File: config.mk
export PLATFORM = sky130hd
export DESIGN_NAME = muldiv_unit
export DESIGN_NICKNAME = d
export VERILOG_FILES = /design/src/rtl/muldiv_pkg.sv /design/src/rtl/muldiv_mul.sv /design/src/rtl/muldiv_div.sv /design/src/rtl/muldiv_unit.sv
export SDC_FILE = /design/constraint.sdc
export NUM_CORES = 2
export LEC_CHECK = 0
export ABC_AREA = 1
export ABC_CLOCK_PERIOD_IN_PS = 17600
export BUFFER_PORTS_ARGS = -buffer_cell sky130_fd_sc_hd__buf_2
export CORE_MARGIN = 3
export CORE_UTILIZATION = 45
export CTS_BUF_LIST = sky130_fd_sc_hd__clkbuf_4
export DETAILED_ROUTE_END_ITERATION = 7
export PLACE_DENSITY_LB_ADDON = 0.3
export SLEW_MARGIN = 20
export SYNTH_ARGS = -nofsm -noshare
export SYNTH_HDL_FRONTEND = slang
export SYNTH_SLANG_ARGS = --single-unit
File: constraint.sdc
create_clock -name clk -period 17.6 [get_ports clk]
set_input_delay 2.64 -clock clk [delete_from_list [all_inputs] [get_ports clk]]
set_output_delay 2.64 -clock clk [all_outputs]
set_load 0.02 [all_outputs]
File: src/rtl/muldiv_pkg.sv
package muldiv_pkg;
    typedef enum logic [3:0] {
        OP_MULS = 4'd0,
        OP_MULU = 4'd1,
        OP_MACS = 4'd2,
        OP_MACU = 4'd3,
        OP_MSUS = 4'd4,
        OP_MSUU = 4'd5,
        OP_DIVS = 4'd6,
        OP_DIVU = 4'd7,
        OP_RDHI = 4'd8,
        OP_RDLO = 4'd9,
        OP_MUL3 = 4'd10
    } md_op_e;
endpackage

File: src/rtl/muldiv_mul.sv
module muldiv_mul #(
    parameter int W = 32
) (
    input  logic           sgn,
    input  logic [W-1:0]   a,
    input  logic [W-1:0]   b,
    output logic [2*W-1:0] prod
);
    localparam int PW = 2 * W;
    logic [PW-1:0] a_ext, b_ext;

    always_comb begin
        a_ext = {{W{sgn & a[W-1]}}, a};
        b_ext = {{W{sgn & b[W-1]}}, b};
        prod  = a_ext * b_ext;
    end
endmodule

File: src/rtl/muldiv_div.sv
module muldiv_div #(
    parameter int W = 32
) (
    input  logic         clk,
    input  logic         rst_n,
    input  logic         start,
    input  logic         sgn,
    input  logic [W-1:0] a,
    input  logic [W-1:0] b,
    output logic         busy,
    output logic         fin,
    output logic         dz,
    output logic [W-1:0] quo,
    output logic [W-1:0] rem
);
    localparam int CW = $clog2(W + 1);

    typedef struct packed {
        logic          busy;
        logic [CW-1:0] cnt;
        logic [W-1:0]  rem;
        logic [W-1:0]  quo;
        logic [W-1:0]  dvs;
        logic          neg_q;
        logic          neg_r;
        logic          dz;
    } div_st_t;

    div_st_t st_d, st_q;
    logic [W:0] r_sh, diff;

    always_comb begin
        st_d = st_q;
        fin  = 1'b0;
        r_sh = {st_q.rem, st_q.quo[W-1]};
        diff = r_sh - {1'b0, st_q.dvs};
        if (start) begin
            st_d.busy  = 1'b1;
            st_d.cnt   = CW'(W);
            st_d.rem   = '0;
            st_d.quo   = (sgn & a[W-1]) ? -a : a;
            st_d.dvs   = (sgn & b[W-1]) ? -b : b;
            st_d.neg_q = sgn & (a[W-1] ^ b[W-1]);
            st_d.neg_r = sgn & a[W-1];
            st_d.dz    = (b == '0);
        end else if (st_q.busy) begin
            if (!diff[W]) begin
                st_d.rem = diff[W-1:0];
                st_d.quo = {st_q.quo[W-2:0], 1'b1};
            end else begin
                st_d.rem = r_sh[W-1:0];
                st_d.quo = {st_q.quo[W-2:0], 1'b0};
            end
            st_d.cnt = st_q.cnt - CW'(1);
            if (st_q.cnt == CW'(1)) begin
                st_d.busy = 1'b0;
                fin       = 1'b1;
            end
        end
        quo = st_d.neg_q ? -st_d.quo : st_d.quo;
        rem = st_d.neg_r ? -st_d.rem : st_d.rem;
    end

    always_ff @(posedge clk) begin
        if (!rst_n) st_q <= '0;
        else        st_q <= st_d;
    end

    assign busy = st_q.busy;
    assign dz   = st_q.dz;
endmodule

File: src/rtl/muldiv_unit.sv
module muldiv_unit
    import muldiv_pkg::*;
#(
    parameter int W = 32
) (
    input  logic         clk,
    input  logic         rst_n,
    input  logic         req_valid,
    output logic         req_ready,
    input  logic [3:0]   req_op,
    input  logic [W-1:0] opa,
    input  logic [W-1:0] opb,
    output logic         busy,
    output logic         rsp_valid,
    output logic [W-1:0] rsp_data
);
    localparam int PW = 2 * W;

    typedef struct packed {
        logic [PW-1:0] hilo;
        logic          rsp_valid;
        logic [W-1:0]  rsp_data;
    } unit_st_t;

    unit_st_t st_d, st_q;
    logic          accept, mul_sgn, div_sgn, div_go;
    logic          div_busy, div_fin, div_dz;
    logic [W-1:0]  div_quo, div_rem;
    logic [PW-1:0] prod;

    always_comb begin
        accept  = req_valid && !div_busy;
        mul_sgn = 1'b0;
        div_sgn = 1'b0;
        div_go  = 1'b0;
        case (req_op)
            OP_MULS, OP_MACS, OP_MSUS, OP_MUL3: mul_sgn = 1'b1;
            OP_DIVS: begin div_sgn = 1'b1; div_go = accept; end
            OP_DIVU: div_go = accept;
            default: ;
        endcase
    end

    muldiv_mul #(.W(W)) u_mul (
        .sgn(mul_sgn), .a(opa), .b(opb), .prod(prod)
    );

    muldiv_div #(.W(W)) u_div (
        .clk(clk), .rst_n(rst_n), .start(div_go), .sgn(div_sgn),
        .a(opa), .b(opb), .busy(div_busy), .fin(div_fin), .dz(div_dz),
        .quo(div_quo), .rem(div_rem)
    );

    always_comb begin
        st_d           = st_q;
        st_d.rsp_valid = 1'b0;
        if (div_fin && !div_dz) st_d.hilo = {div_rem, div_quo};
        if (accept) begin
            case (req_op)
                OP_MULS, OP_MULU: st_d.hilo = prod;
                OP_MACS, OP_MACU: st_d.hilo = st_q.hilo + prod;
                OP_MSUS, OP_MSUU: st_d.hilo = st_q.hilo - prod;
                OP_MUL3: begin
                    st_d.rsp_valid = 1'b1;
                    st_d.rsp_data  = prod[W-1:0];
                end
                OP_RDHI: begin
                    st_d.rsp_valid = 1'b1;
                    st_d.rsp_data  = st_q.hilo[PW-1:W];
                end
                OP_RDLO: begin
                    st_d.rsp_valid = 1'b1;
                    st_d.rsp_data  = st_q.hilo[W-1:0];
                end
                default: ;
            endcase
        end
    end

    always_ff @(posedge clk) begin
        if (!rst_n) st_q <= '0;
        else        st_q <= st_d;
    end

    assign req_ready = !div_busy;
    assign busy      = div_busy;
    assign rsp_valid = st_q.rsp_valid;
    assign rsp_data  = st_q.rsp_data;
endmodule

# Yosys cells after proc, flatten, opt, wreduce, memory -nomap -nowiden
# Cells that the tools add are included.
[totals] ff_bits=203 input_bits=71 elab_cells=74
[op_classes] addsub=8 multipliers=1 eq_ne=11 n_mux=19 bitwise=7 reduce_logical=16
[op_table] op="$pmux 64 s3" n=1
[op_table] op="$mux 71" n=2
[op_table] op="$mux 32" n=4
[op_table] op="$mux 64" n=2
[op_table] op="$neg 32->32" n=4
[op_table] op="$pmux 33 s3" n=1
[op_table] op="$mux 97" n=1
[op_table] op="$add 64x64->64" n=1
[op_table] op="$mul 33x33->64" n=1
[op_table] op="$sub 64x64->64" n=1
[op_table] op="$sub 33x32->33" n=1
[op_table] op="$logic_not 32->1" n=1
[op_table] op="$eq 4x3->1 const B" n=4
[op_table] op="$eq 4x4->1 const B" n=3
[op_table] op="$reduce_or 2->1" n=5
[op_table] op="$eq 4x2->1 const B" n=2
[op_table] op="$mux 1" n=7
[op_table] op="$eq 6x1->1 const B" n=1
[op_table] op="$sub 6x1->6 const B" n=1
[op_table] op="$and 1x1->1" n=5
[op_table] op="$eq 4x1->1 const B" n=1
[op_table] op="$logic_not 4->1" n=1
[op_table] op="$reduce_and 2->1" n=2
[op_table] op="$reduce_or 4->1" n=1
[op_table] op="7 further kinds" n=9

# Longest topological paths before layout
[depth] depth_word=10 mapped_depth=60

# Modules after synthesis
# Synthesis repeated with hierarchy kept, for this count alone.
[unflattened] cells_unflattened=9443 area_unflattened_um2=63808.7
[by_module_without_submodules] mod="muldiv_mul" n_inst=1 cells_per_inst=5132 area_per_inst_um2=40152.3 seq_area_each_um2=0.0
[by_module_without_submodules] mod="muldiv_unit" n_inst=1 cells_per_inst=2317 area_per_inst_um2=12839.8 seq_area_each_um2=1941.9
[by_module_without_submodules] mod="muldiv_div" n_inst=1 cells_per_inst=1994 area_per_inst_um2=10816.6 seq_area_each_um2=2122.0

# Worst setup path after synthesis
# Ideal clock, no wire load.
[synth_path] path_type="input to register" startpoint="input port opa[31]" endpoint="register st_q[96] in the netlist's numbering" setup_ps=131 arrival_ps=11815 required_ps=17469 slack_ps=5655 cell_stages=50 path_cell_list="clkbuf_1 clkbuf_1 nand2_1 nor2_1 fa_1 fa_1 fa_1 fa_1 inv_1 fa_1 fa_1 fa_1 fa_1 inv_1 ha_1 nand2_1 nor2_1 inv_1 (+14 left out) nor2_1 ha_1 inv_1 nor3_1 nand2_1 nor3_1 and3_1 nand2_1 nand2_1 inv_1 nand2_1 nand2_1 inv_1 nand3_1 nand3_1 nand2_1 nand2_1 a21oi_2"
[synth_via] elab_chain_cells=6 elab_cells_between_ends=10
[synth_rtl] element="from (decl)" line_no="muldiv_unit.sv:11" source="input logic [W-1:0] opa,"
[synth_rtl] element="branches (longest 5 deep; another with $mul 33x33->64)"
[synth_rtl] element="$mux 97 (*)" line_no="muldiv_unit.sv:58" source="if (accept) begin"
[synth_rtl] element="to (signal assigned)" line_no="muldiv_unit.sv:82" source="else st_q <= st_d;"
[synth_rtl] element="to (decl)" line_no="muldiv_unit.sv:25" source="unit_st_t st_d, st_q;"
# Every way passes the cells marked *.
# A chain may end at the register's enable or synchronous reset.

# Worst setup path in the final report
[layout_path] startpoint="input port req_op[1]" endpoint="register st_q[94] in the netlist's numbering"
[layout_via] elab_chain_cells=9 elab_cells_between_ends=32
[layout_rtl] element="from (decl)" line_no="muldiv_unit.sv:10" source="input logic [3:0] req_op,"
[layout_rtl] element="branches (longest 8 deep; another with $mul 33x33->64)"
[layout_rtl] element="$mux 97 (*)" line_no="muldiv_unit.sv:58"
# Marks and branches as above.

==> flow_summary.json <==
{
  "root_buffer": "clkbuf_4",
  "cpMostUsedCell": "nand2_1",
  "num_rows": 134,
  "worst_pin_slew_ns": 1.25,
  "critPathKind": "primary input to register",
  "relSlewSlack_pct": 16.0,
  "cts_hold_buf": 0,
  "grt_pass1_wl_microns": 340000,
  "netlist_instances": 8559,
  "end_kind": "register",
  "worstRegToRegCells": 31,
  "netlist_area_sq_um": 61000,
  "finalSetupViolations": 0,
  "place_congestion": 1.03,
  "r2r_start": "u_div.r_sh[0]$_SDFF_PN0_",
  "die_height_microns": 374,
  "synth-async-reset-ratio_pct": 0,
  "postCtsSetupBuffers": 0,
  "worst-endpoint-arrival_ns": 15.09,
  "wl_microns": 218000,
  "yosysTopAreaCell": "fa_1",
  "cap_violations": 0,
  "synth_ff_type": "dfxtp_1",
  "ios": 106,
  "netlist_top_cells_count": "nand2_1, inv_1, fa_1",
  "areaGrowthSynthToFinish_pct": 3.55,
  "dp_cells": 10100,
  "hold_start": "u_div.st_q[27]$_SDFFE_PN0P_",
  "synth_cell_types": 71,
  "insertion_delay_ns": 0.85,
  "r2r-end": "st_q[63]$_SDFF_PN0_",
  "synth.ff_latch_count": 203,
  "fin_nets": 9880,
  "htree_levels": 2,
  "clkSlewWorstSetupHoldPaths_ns": 0.08,
  "synth.avg_cell_area_sq_um": 7.13,
  "critPathRequiredTime_ns": 18.28,
  "numCtsBuffers": 54,
  "cts_tree": "done",
  "clock_skew_ns": 0.0958,
  "cts.sinks": 203,
  "vias_per_cell": 5.45,
  "holdPathStages": 2,
  "drtIter0Drc": 5776,
  "ys_top_cells_by_area": "fa_1, nand2_1, inv_1",
  "finalSetupTns_ns": 0,
  "grt_usage_pct": 31.4,
  "min_to": "u_div.st_q[27]$_SDFFE_PN0P_",
  "grt_pass1_vias": 56300,
  "synth-edff-count": 0,
  "hp-class": "register to register",
  "clock_path_buffers": 3,
  "slowest_delay_ns": 0.74,
  "ff2ff_setup_slack_ns": 12.77,
  "drive_gt1_share_pct": 6.39,
  "core-area_sq_um": 134000,
  "cp_slowest_cell": "fa_1",
  "detail-route-antenna-nets": 0,
  "max_freq_ghz": 0.0694,
  "post-route-period-util_pct": 81.9,
  "yosysWarningCount": 0,
  "fill_cells": 13700,
  "yosysMostFrequentCell": "nand2_1",
  "netlist.area_leader.share_pct": 37.0,
  "grt_overflow": 0,
  "critical_path.max_fanout": 31,
  "drc": 0,
  "avgRoutedWirePerCell_microns": 21.4,
  "layout_setup_ws_ns": 3.19,
  "startpoint_type": "primary input",
  "fp.dieW_microns": 374,
  "hold_violations": 0,
  "stdcell_count": 10200,
  "post-place-ws_ns": 2.73,
  "numPortBuffers": 105,
  "antenna_found_initial": 16,
  "rsz0062_at_grt": "no",
  "drt_first_pass_iters": 6,
  "grt_max_degree": 79,
  "vias": 55500,
  "dp_hpwl_microns": 177000,
  "maxSlewViolCount": 0,
  "cts_resized": 0,
  "status": "finished clean",
  "fin_crit_ns": 14.41,
  "syn_nets": 10100,
  "die_area_sq_um": 140000,
  "initial_core_util_pct": 45.5,
  "ys_seq_area_share_pct": 6.66,
  "whs_ns": 0.459
}
## worst max-delay path by stage
stage / to / depth (start not counted) / startpoint / slack, ns
global placement: st_q[96]$_SDFF_PN0_ / 51 / req_op[1] / 2.58
global route: st_q[94]$_SDFF_PN0_ / 47 / req_op[1] / 2.59
detailed placement: st_q[94]$_SDFF_PN0_ / 47 / req_op[1] / 2.73
finish: st_q[94]$_SDFF_PN0_ / 47 / req_op[1] / 3.19
CTS: st_q[94]$_SDFF_PN0_ / 47 / req_op[1] / 3.48
floorplan: st_q[96]$_SDFF_PN0_ / 50 / opa[31] / 5.65
## critical path: cells and delay by family
kind,cells,cell delay (ns)
buf+inv,9,1.33
fa+ha+maj,10,5.17
xor+xnor,2,0.47
compound gates,6,1.36
simple gates,20,4.08
## metal layers
metal	wire length (microns)	track usage [%]
met1	94900	44.5
met2	96700	49.3
met3	19800	5.98
met4	6850	8.38
met5	20	0
## area by class of cell
class | instances | area (sq um) | share of cell area (%)
flip-flops and latches | 203 | 4070 | 6.44
clock buffers | 74 | 556 | 0.879
inverters | 1947 | 7310 | 11.6
clock inverters | 18 | 71.3 | 0.113
repair buffers | 176 | 1060 | 1.68
diodes | 12 | 30.0 | 0.0475
multi-input cells | 5985 | 47900 | 75.8
well taps | 1768 | 2210 | 3.50
## per-stage QoR
| stage | cell area (sq um) | utilization, % |
|---|---|---|
| floorplan | 61000 | - |
| global placement | 62500 | 46.6 |
| detailed placement | 62500 | 46.6 |
| CTS | 63200 | 47.1 |
| global route | 63200 | 47.1 |
| finish | 63200 | 47.1 |
## flip-flops by register name (all words and copies together), names as in the netlist
register    flops
rsp_data       32
rsp_valid       1
st_q           64
u_div.busy      1
u_div.dz        1
u_div.r_sh     33
u_div.st_q     71
## kinds of logic after synthesis
kind of cell    count (synthesis)  share of synthesized area [%]
fa+ha+maj                    1442                           43.4
mux                             1                         0.0164
compound gates                937                           8.77
xor+xnor                      180                           2.64
buf+inv                      2371                           14.9
flops                         203                           6.66
simple gates                 3425                           23.6
## placed cells by master, fill, tap and decap left out, types with 18 or more instances in the layout
cell type and n:
o21ai_1 27, fa_1 1127, nor2_4 23, dfxtp_1 202, or2_2 25, nor4_1 18
buf_2 105, a221oi_1 18, a31oi_1 52, nor2_1 689, nand2_2 64, inv_1 1887
o211ai_1 25, xor2_1 136, a21oi_1 386, o21bai_1 21, nor3_1 53, nor2_2 33
clkinv_1 20, nand4_1 61, nand3_1 230, xnor2_1 40, ha_1 315, inv_2 54
nand3_2 22, clkbuf_4 74, o21a_1 24, o21ai_0 269, nand2_1 2145, buf_4 71
o22ai_1 27
Power is left out: the tool's default activity adds up to more than one toggle a clock period on the data nets, which glitch-free logic cannot reach.
